## config.mk

```make
export PLATFORM = sky130hd
export DESIGN_NAME = bit_shift_unit
export DESIGN_NICKNAME = d
export VERILOG_FILES = /design/src/rtl/bsu_pkg.sv /design/src/rtl/bsu_decode.sv /design/src/rtl/bsu_shifter.sv /design/src/rtl/bsu_bitop.sv /design/src/rtl/bsu_flags.sv /design/src/rtl/bit_shift_unit.sv
export SDC_FILE = /design/constraint.sdc
export NUM_CORES = 1
export LEC_CHECK = 0
export CAP_MARGIN = 20
export CORE_MARGIN = 3
export CORE_UTILIZATION = 52
export CTS_BUF_LIST = sky130_fd_sc_hd__clkbuf_8
export DETAILED_ROUTE_END_ITERATION = 10
export PLACE_DENSITY_LB_ADDON = 0.3
export SLEW_MARGIN = 20
export SYNTH_ARGS = -nofsm -noshare
export SYNTH_HDL_FRONTEND = slang
export SYNTH_SLANG_ARGS = --single-unit
```

## constraint.sdc

```tcl
create_clock -name clk -period 3.2 [get_ports clk]
set_clock_uncertainty 0.1 [all_clocks]
set_input_delay 0.64 -clock clk [delete_from_list [all_inputs] [get_ports clk]]
set_output_delay 0.64 -clock clk [all_outputs]
set_load 0.005 [all_outputs]
```

## src/rtl/bsu_pkg.sv

```systemverilog
package bsu_pkg;
  localparam int DW     = 8;
  localparam int SEL_W  = 3;
  localparam int FL_S   = 7;
  localparam int FL_Z   = 6;
  localparam int FL_H   = 4;
  localparam int FL_P   = 2;
  localparam int FL_N   = 1;
  localparam int FL_C   = 0;

  typedef enum logic [2:0] {
    K_PASS  = 3'd0,
    K_SHIFT = 3'd1,
    K_TEST  = 3'd2,
    K_CLR   = 3'd3,
    K_SET   = 3'd4,
    K_ACC   = 3'd5
  } kind_e;

  typedef struct packed {
    kind_e             kind;
    logic [SEL_W-1:0]  sel;
    logic [SEL_W-1:0]  dst;
  } dec_t;

  // Returns {carry_out, result}
  function automatic logic [DW:0] shift_calc(input logic [2:0] code,
                                             input logic [DW-1:0] v,
                                             input logic cin);
    logic [DW-1:0] r;
    logic          co;
    case (code)
      3'd0: begin co = v[DW-1]; r = {v[DW-2:0], v[DW-1]}; end
      3'd1: begin co = v[0];    r = {v[0], v[DW-1:1]};    end
      3'd2: begin co = v[DW-1]; r = {v[DW-2:0], cin};     end
      3'd3: begin co = v[0];    r = {cin, v[DW-1:1]};     end
      3'd4: begin co = v[DW-1]; r = {v[DW-2:0], 1'b0};    end
      3'd5: begin co = v[0];    r = {v[DW-1], v[DW-1:1]}; end
      3'd6: begin co = v[DW-1]; r = {v[DW-2:0], 1'b1};    end
      default: begin co = v[0]; r = {1'b0, v[DW-1:1]};    end
    endcase
    return {co, r};
  endfunction

  function automatic logic even_parity(input logic [DW-1:0] v);
    return ~(^v);
  endfunction
endpackage

```

## src/rtl/bsu_decode.sv

```systemverilog
module bsu_decode
  import bsu_pkg::*;
(
  input  logic          prefixed,
  input  logic [DW-1:0] opcode,
  output dec_t          dec
);
  logic acc_rot;
  assign acc_rot = (opcode[7:5] == 3'b000) && (opcode[2:0] == 3'b111);

  always_comb begin
    dec.dst  = opcode[2:0];
    dec.sel  = opcode[5:3];
    dec.kind = K_PASS;
    if (prefixed) begin
      case (opcode[7:6])
        2'b00:   dec.kind = K_SHIFT;
        2'b01:   dec.kind = K_TEST;
        2'b10:   dec.kind = K_CLR;
        default: dec.kind = K_SET;
      endcase
    end else if (acc_rot) begin
      dec.kind = K_ACC;
      dec.sel  = {1'b0, opcode[4:3]};
    end
  end
endmodule

```

## src/rtl/bsu_shifter.sv

```systemverilog
module bsu_shifter
  import bsu_pkg::*;
(
  input  logic [2:0]    code,
  input  logic [DW-1:0] val,
  input  logic          cin,
  output logic [DW-1:0] res,
  output logic          cout
);
  logic [DW:0] packed_out;
  assign packed_out = shift_calc(code, val, cin);
  assign res  = packed_out[DW-1:0];
  assign cout = packed_out[DW];
endmodule

```

## src/rtl/bsu_bitop.sv

```systemverilog
module bsu_bitop
  import bsu_pkg::*;
#(
  parameter int WIDTH = DW
) (
  input  logic [SEL_W-1:0] idx,
  input  logic [WIDTH-1:0] val,
  output logic [WIDTH-1:0] clr_res,
  output logic [WIDTH-1:0] set_res,
  output logic             bit_val
);
  logic [WIDTH-1:0] mask;
  for (genvar i = 0; i < WIDTH; i++) begin : g_mask
    assign mask[i]    = (idx == SEL_W'(i));
    assign clr_res[i] = val[i] & ~mask[i];
    assign set_res[i] = val[i] |  mask[i];
  end
  assign bit_val = |(val & mask);
endmodule

```

## src/rtl/bsu_flags.sv

```systemverilog
module bsu_flags
  import bsu_pkg::*;
(
  input  kind_e         kind,
  input  logic [DW-1:0] shres,
  input  logic          cout,
  input  logic          bit_val,
  input  logic [DW-1:0] fin,
  output logic [DW-1:0] fout
);
  always_comb begin
    fout = fin;
    case (kind)
      K_SHIFT: begin
        fout[FL_S] = shres[DW-1];
        fout[FL_Z] = (shres == '0);
        fout[FL_H] = 1'b0;
        fout[FL_P] = even_parity(shres);
        fout[FL_N] = 1'b0;
        fout[FL_C] = cout;
      end
      K_ACC: begin
        fout[FL_H] = 1'b0;
        fout[FL_N] = 1'b0;
        fout[FL_C] = cout;
      end
      K_TEST: begin
        fout[FL_Z] = ~bit_val;
        fout[FL_H] = 1'b1;
        fout[FL_N] = 1'b0;
      end
      default: fout = fin;
    endcase
  end
endmodule

```

## src/rtl/bit_shift_unit.sv

```systemverilog
module bit_shift_unit
  import bsu_pkg::*;
(
  input  logic          clk,
  input  logic          rst_n,
  input  logic          in_valid,
  input  logic          prefixed,
  input  logic [7:0]    opcode,
  input  logic [7:0]    operand,
  input  logic [7:0]    flags_in,
  output logic          out_valid,
  output logic [7:0]    result,
  output logic          wr_en,
  output logic [2:0]    dest_sel,
  output logic [7:0]    flags_out
);
  dec_t          dec;
  logic [DW-1:0] sh_res, clr_res, set_res, flags_nx, res_nx;
  logic          sh_cout, bit_val, wr_nx;
  kind_e         kind_q;
  logic [2:0]    sel_q;

  bsu_decode u_dec (.prefixed(prefixed), .opcode(opcode), .dec(dec));

  bsu_shifter u_sh (.code(dec.sel), .val(operand), .cin(flags_in[FL_C]),
                    .res(sh_res), .cout(sh_cout));

  bsu_bitop #(.WIDTH(DW)) u_bit (.idx(dec.sel), .val(operand),
                                 .clr_res(clr_res), .set_res(set_res),
                                 .bit_val(bit_val));

  bsu_flags u_fl (.kind(dec.kind), .shres(sh_res), .cout(sh_cout),
                  .bit_val(bit_val), .fin(flags_in), .fout(flags_nx));

  always_comb begin
    res_nx = operand;
    wr_nx  = 1'b0;
    case (dec.kind)
      K_SHIFT, K_ACC: begin res_nx = sh_res;  wr_nx = 1'b1; end
      K_CLR:          begin res_nx = clr_res; wr_nx = 1'b1; end
      K_SET:          begin res_nx = set_res; wr_nx = 1'b1; end
      default:        begin res_nx = operand; wr_nx = 1'b0; end
    endcase
  end

  always_ff @(posedge clk) begin
    if (!rst_n) begin
      out_valid <= 1'b0;
      result    <= '0;
      wr_en     <= 1'b0;
      dest_sel  <= '0;
      flags_out <= '0;
      kind_q    <= K_PASS;
      sel_q     <= '0;
    end else begin
      out_valid <= in_valid;
      if (in_valid) begin
        result    <= res_nx;
        wr_en     <= wr_nx;
        dest_sel  <= dec.dst;
        flags_out <= flags_nx;
        kind_q    <= dec.kind;
        sel_q     <= dec.sel;
      end else begin
        wr_en     <= 1'b0;
      end
    end
  end

  // one-cycle latency and write enable gated by valid
  a_r1_latency: assert property (@(posedge clk) disable iff (!rst_n)
    in_valid |=> out_valid);
  a_r1_wr_needs_valid: assert property (@(posedge clk) disable iff (!rst_n)
    !out_valid |-> !wr_en);
  // arithmetic right shift keeps the sign bit
  a_r2_sra_msb: assert property (@(posedge clk) disable iff (!rst_n)
    (in_valid && dec.kind == K_SHIFT && dec.sel == 3'd5) |=> result[7] == $past(operand[7]));
  // prefixed shifts clear H and N and report even parity
  a_r3_shift_flags: assert property (@(posedge clk) disable iff (!rst_n)
    (out_valid && kind_q == K_SHIFT) |->
      (!flags_out[FL_H] && !flags_out[FL_N] && flags_out[FL_P] == ~(^result)));
  // bit test never writes
  a_r4_test_no_write: assert property (@(posedge clk) disable iff (!rst_n)
    (out_valid && kind_q == K_TEST) |-> !wr_en && flags_out[FL_H]);
  // bit clear/set keep flags
  a_r5_bitmod_flags: assert property (@(posedge clk) disable iff (!rst_n)
    (in_valid && (dec.kind == K_CLR || dec.kind == K_SET)) |=> flags_out == $past(flags_in));
  // accumulator rotates keep S, Z and P
  a_r6_acc_keep: assert property (@(posedge clk) disable iff (!rst_n)
    (in_valid && dec.kind == K_ACC) |=>
      (flags_out[FL_S] == $past(flags_in[FL_S]) && flags_out[FL_Z] == $past(flags_in[FL_Z])
       && flags_out[FL_P] == $past(flags_in[FL_P]) && sel_q[2] == 1'b0));
endmodule

```

# Word-level counts from Yosys, hierarchy flattened
# Cells that the tools add are included.
# Widths: inputs -> output; s select.
[word_totals]
reg_bits = 21
in_bits = 28
out_inout_bits = 21
wordCells = 73
[classes]
eq_ne = 15
mux = 14
bitwise_logic = 27
reduce_logical = 12
[op_table]
columns = ["operator", "count"]
rows = [
  ["$pmux 8 s7", 1],
  ["$pmux 8 s3", 1],
  ["$eq 3x3->1 const B", 7],
  ["$eq 3x2->1 const B", 4],
  ["$not 1->1", 10],
  ["$pmux 3 s3", 1],
  ["$and 1x1->1", 8],
  ["$and 8x8->8", 1],
  ["$logic_not 8->1", 1],
  ["$or 1x1->1", 8],
  ["$reduce_or 4->1", 2],
  ["$reduce_or 8->1", 1],
  ["$reduce_xor 8->1", 1],
  ["$eq 3x1->1 const B", 2],
  ["$logic_not 3->1", 2],
  ["$mux 1", 6],
  ["$mux 3", 2],
  ["$mux 6", 1],
  ["$pmux 1 s2", 2],
  ["$reduce_or 3->1", 1],
  ["$eq 2x1->1 const B", 1],
  ["$eq 2x2->1 const B", 1],
  ["$logic_not 2->1", 1],
  ["$reduce_and 2->1", 1],
  ["2 further kinds", 2],
]

# Depth between registers and ports, before layout
[depth]
depth_word = 9
ltp_mapped = 8
depth_no_buf = 7

# Cells and area by module
# Synthesis repeated with hierarchy kept, for this count alone.
[hier_totals]
cells_unflattened = 221
hier_area_um2 = 1979.4
[modules_own_cells]
columns = ["mod", "instances", "cells_each", "area_per_inst_um2", "seq_area_each_um2"]
rows = [
  ["bit_shift_unit", 1, 117, 1173.6, 420.4],
  ["bsu_flags", 1, 36, 260.2, 0.0],
  ["bsu_bitop", 1, 31, 241.5, 0.0],
  ["bsu_shifter", 1, 18, 171.4, 0.0],
  ["bsu_decode", 1, 19, 132.6, 0.0],
]

# Worst setup path before layout
# Ideal clock, no wire load.
[synth_path]
path_kind = "input to register"
start = "in opcode[3]"
end = "reg flags_out[2]"
arrival_time_ps = 2006
required_ps = 2969
path_slack_ps = 963
path_stages = 7
path_buffers = 0
cell_sequence = "or4b_1 > o311a_1 > ha_1 > xnor2_1 > xnor2_1 > mux2i_1 > a21oi_1"
[synth_via]
elab_chain_cells = 7
elab_cells_between_ends = 13
cone_classes = "eq/ne: 6; mux: 4; bitwise: 1; reduce/logical: 2"
[synth_lines]
columns = ["item", "line_no", "text"]
rows = [
  ["start, declared", "bit_shift_unit.sv:8", "input logic [7:0] opcode,"],
  ["$mux 6", "bsu_decode.sv:22", "end else if (acc_rot) begin"],
  ["$mux 3 (*)", "bsu_decode.sv:15", "if (prefixed) begin"],
  ["$eq 3x3->1 (tied with other cells)", "bsu_pkg.sv:32", "case (code)"],
  ["$pmux 8 s7 (*)", "bsu_pkg.sv:32", ""],
  ["$reduce_xor 8->1 (*)", "bsu_pkg.sv:46", "return ~(^v);"],
  ["$not 1->1 (*)", "bsu_pkg.sv:46", ""],
  ["$mux 1 (*)", "bsu_flags.sv:13", "case (kind)"],
  ["end signal, assigned", "bit_shift_unit.sv:61", "flags_out <= flags_nx;"],
  ["end, declared", "bit_shift_unit.sv:15", "output logic [7:0] flags_out"],
]
# Every way passes the cells marked *; elsewhere a longest branch is shown, timed or not.
# A chain may end at the register's enable or synchronous reset.

# Worst setup path after layout
[layout_path]
start = "in opcode[5]"
end = "reg flags_out[2]"
[layout_via]
elab_chain_cells = 9
elab_cells_between_ends = 17
cone_classes = "eq/ne: 7; mux: 5; bitwise: 1; reduce/logical: 4"
[layout_lines]
columns = ["item", "line_no", "text"]
rows = [
  ["$logic_not 3->1", "bsu_decode.sv:9", "assign acc_rot = (opcode[7:5] == 3'b000) && (opcode[2:0] == 3'b111);"],
  ["$logic_and 1x1->1", "bsu_decode.sv:9", ""],
  ["$mux 6", "bsu_decode.sv:22", ""],
  ["$mux 3", "bsu_decode.sv:15", ""],
  ["$eq 3x3->1 (tied with other cells)", "bsu_pkg.sv:32", ""],
  ["$pmux 8 s7", "bsu_pkg.sv:32", ""],
  ["$reduce_xor 8->1", "bsu_pkg.sv:46", ""],
  ["$not 1->1", "bsu_pkg.sv:46", ""],
  ["$mux 1 (*)", "bsu_flags.sv:13", ""],
]
# Marks and branches as above.

==> results.cfg <==
[critical_path]
crit_type = in2reg
timing.rr.end = result[0]
crit_fanout = 11
crit_start = opcode[5]
worst_path_arrival_ns = 2.85
worst_r2r_src = result[0]
slack_of_the_worst_reg_to_reg_path_ns = 2.31
end_kind = register
worst-endpoint-required_ns = 3.31
worst_setup_path_start_kind = input port
worst_r2r_path_depth = 2

[floorplan]
initial_utilization_pct = 55.71
row_count = 19
design.core.area_um2 = 2805
design.die.area_um2 = 3699
dieWidth_um = 60.82
io-pin-count = 49
chipHeight_um = 60.82

[sta]
fin_tns_setup_ns = 0
maximum_operating_frequency_mhz = 365.1
worst_tran_pin_value_ns = 0.6661
rsz_0062_raised_after_global_routing = false
maxSlewViolCount = 0
max-slew-margin-rel_pct = 55.46
time_the_final_worst_path_needs_with_i_o_delays_and_setup_ns = 2.739
final_cycle_utilization_of_the_critical_path_pct = 85.60
final_hold_viol_count = 0
final-setup-viol-count = 0
hold_slack_ns = 0.3917

[drt]
drt_drc_violations_left = 0
routed_antenna_nets = 0
route.final.wire_length_um = 4769
first_iter_violations = 109
detailedRoute.firstPassIterationCount = 4
num_vias = 1644
avgRoutedWirePerCell_um = 18.63
route.detailed.vias_per_inst = 6.422

[power_and_ir_drop]
cellLeakagePower_nw = 0.8225
power_frac_seq_pct = 40.2
power.net_switching_w = 0.0002212
swShare_pct = 30.64
p_clk_share_pct = 25.1
power.share.combinational_pct = 34.7
worst_ir_drop_vdd_mv = 0.3486
power.internal_w = 0.0005007
report.power.total_w = 0.0007218
powerDensity_nw_per_um2 = 339.8

[synth]
yosysSeqAreaShare_pct = 26.90
post_synth_instance_area_um2 = 1563
synth-warning-count = 0
synthesis.nets = 215
synth-seq-cells = 21
post_synth_num_cell_types = 49
synth-edff-count = 0
syn_inst = 180
synth-async-reset-ratio_pct = 0
synth-main-ff-cell = dfxtp_1
syn-mean-instance-area_um2 = 8.682

[global_routing]
grt_pass1_wl_um = 7369
number_of_antenna_violations_at_the_first_check_in_global_routing = 0
grt_util_all_layers_pct = 26.91
gr-total-overflow = 0
first_global_vias = 1548
grt_start_max_net_pins = 25

[placement]
placed_cells_incl_taps = 252
placement.io_buffers = 48
place_congestion = 0.8597
dp_hpwl_um = 3650

[cts]
worst_skew_pair.late_latency_ns = 0.27
clock-root-buffer = clkbuf_8
clk_pin_slew_ns = 0.08
cts_tree = yes
cts_made_buffers = 3
cts_sinks = 21
cts_htree_levels = 1
post_cts_buffers = 0
cts_hold_buffers = 0
number_of_gates_given_a_new_drive_strength_after_cts = 0
clock_path_buffers = 2

[layout]
layout.nets = 261
antenna_cells_inserted = 0
drive_above_1_share_pct = 8.889
layoutNonFillerInstCount = 256
sequential_cell_area_um2 = 420.4
n_fill_cell = 215
multiInputGateArea_um2 = 1060
area_delta_synth_final_pct = 35.95
final_core_utilization_pct = 75.74

[worst_hold_path]
min_path_cells = 2
hold_start = flags_out[0]
hold-path-endpoint = flags_out[0]
worstHoldPathType = reg2reg

[status]
outcome = finished clean

[job]
max-cap-violations = 0
==> metal layers <==
metal | global-route usage, % | part of all wire, % | vias up
met5 | 0 | 0 | -
met4 | 7.430 | 1.7 | 0
met3 | 6.170 | 5.6 | 8
met2 | 47.33 | 51 | 68
met1 | 32.74 | 42 | 781
li1 | - | - | 787
==> cell usage in the layout, fill, tap and decap left out, types with 3 or more instances in the layout <==
cell type	n
o21ai_0	6
and3_1	3
and3b_1	4
xnor2_1	3
o22ai_1	7
mux2i_1	14
o221ai_1	7
buf_4	7
nor3_1	9
nand2b_1	8
clkbuf_8	3
nor2_1	4
a21oi_1	4
clkdlybuf4s50_1	48
inv_1	7
nand2_1	3
nor3b_1	3
a31oi_1	10
ha_1	7
nor2b_1	7
dfxtp_1	21
==> worst max-delay path by stage <==
stage / depth (start not counted) / to / slack, ns
after global routing: 9 / flags_out[2] / 0.31
after floorplan: 7 / flags_out[2] / 0.96
after global placement: 9 / flags_out[2] / 0.30
after CTS: 8 / flags_out[2] / 0.47
after detailed placement: 9 / flags_out[2] / 0.19
final: 9 / flags_out[2] / 0.46
==> per-stage QoR <==
stage | worst slack, ns | area, um^2
detailed placement | 0.1927 | 2078
finish | 0.4607 | 2125
global route | 0.3110 | 2125
CTS | 0.4747 | 2125
global placement | 0.2953 | 2078
floorplan | 0.9633 | 1563
==> registers in the layout, indices dropped and copies added, names as in the netlist <==
name	cells
dest_sel	3
result	8
wr_en	1
flags_out	8
out_valid	1
==> logic make-up after synthesis <==
logic type	after synthesis	synth area share (%)
AND/OR/NAND/NOR	56	22.66
AO/OA/AOI/OAI	55	26.74
buffers and inverters	21	5.284
flip-flops	21	26.90
multiplexers	17	11.13
adder cells (fa/ha/maj)	7	5.604
XOR/XNOR	3	1.682
==> synthesized netlist by cell type (all sizes together) (4+ instances only) <==
master | n | area share, %
nand2b | 8 | 3.2
o21ai | 8 | 2.6
mux2i | 14 | 9.0
nor2 | 4 | 0.96
ha | 7 | 5.6
o22ai | 8 | 3.6
o221ai | 8 | 5.6
nor3 | 10 | 3.5
a31oi | 10 | 4.0
inv | 7 | 1.7
and3b | 4 | 2.2
dfxtp | 21 | 27
a21oi | 4 | 1.3
clkbuf | 11 | 2.6
nor2b | 7 | 2.8
==> critical path: stages <==
cell and delay, ns:
clkdlybuf4s50_1 0.62, buf_4 0.22, and4b_1 0.20, a211oi_1 0.28, ha_1 0.31, xnor2_1 0.21, xnor2_1 0.14, mux2i_1 0.09
a21oi_1 0.14
==> power by group through the flow <==
stage                     Sequential, W  Clock (W)  Combinational [W]
after floorplan                0.000296          0           0.000133
after global placement         0.000295          0           0.000239
after detailed placement       0.000296          0           0.000247
after CTS                      0.000290   0.000181           0.000249
after global routing           0.000292   0.000194           0.000272
final                          0.000290   0.000181           0.000251
==> layout make-up <==
class,instances,area share (%)
Inverter,7,1.237
Clock inverter,1,0.2356
Clock buffer,3,1.943
Sequential cell,21,19.79
Multi-Input combinational cell,138,49.88
Timing Repair Buffer,55,25.09
Tap cell,31,1.826
Power figures use the tool's default switching activity.
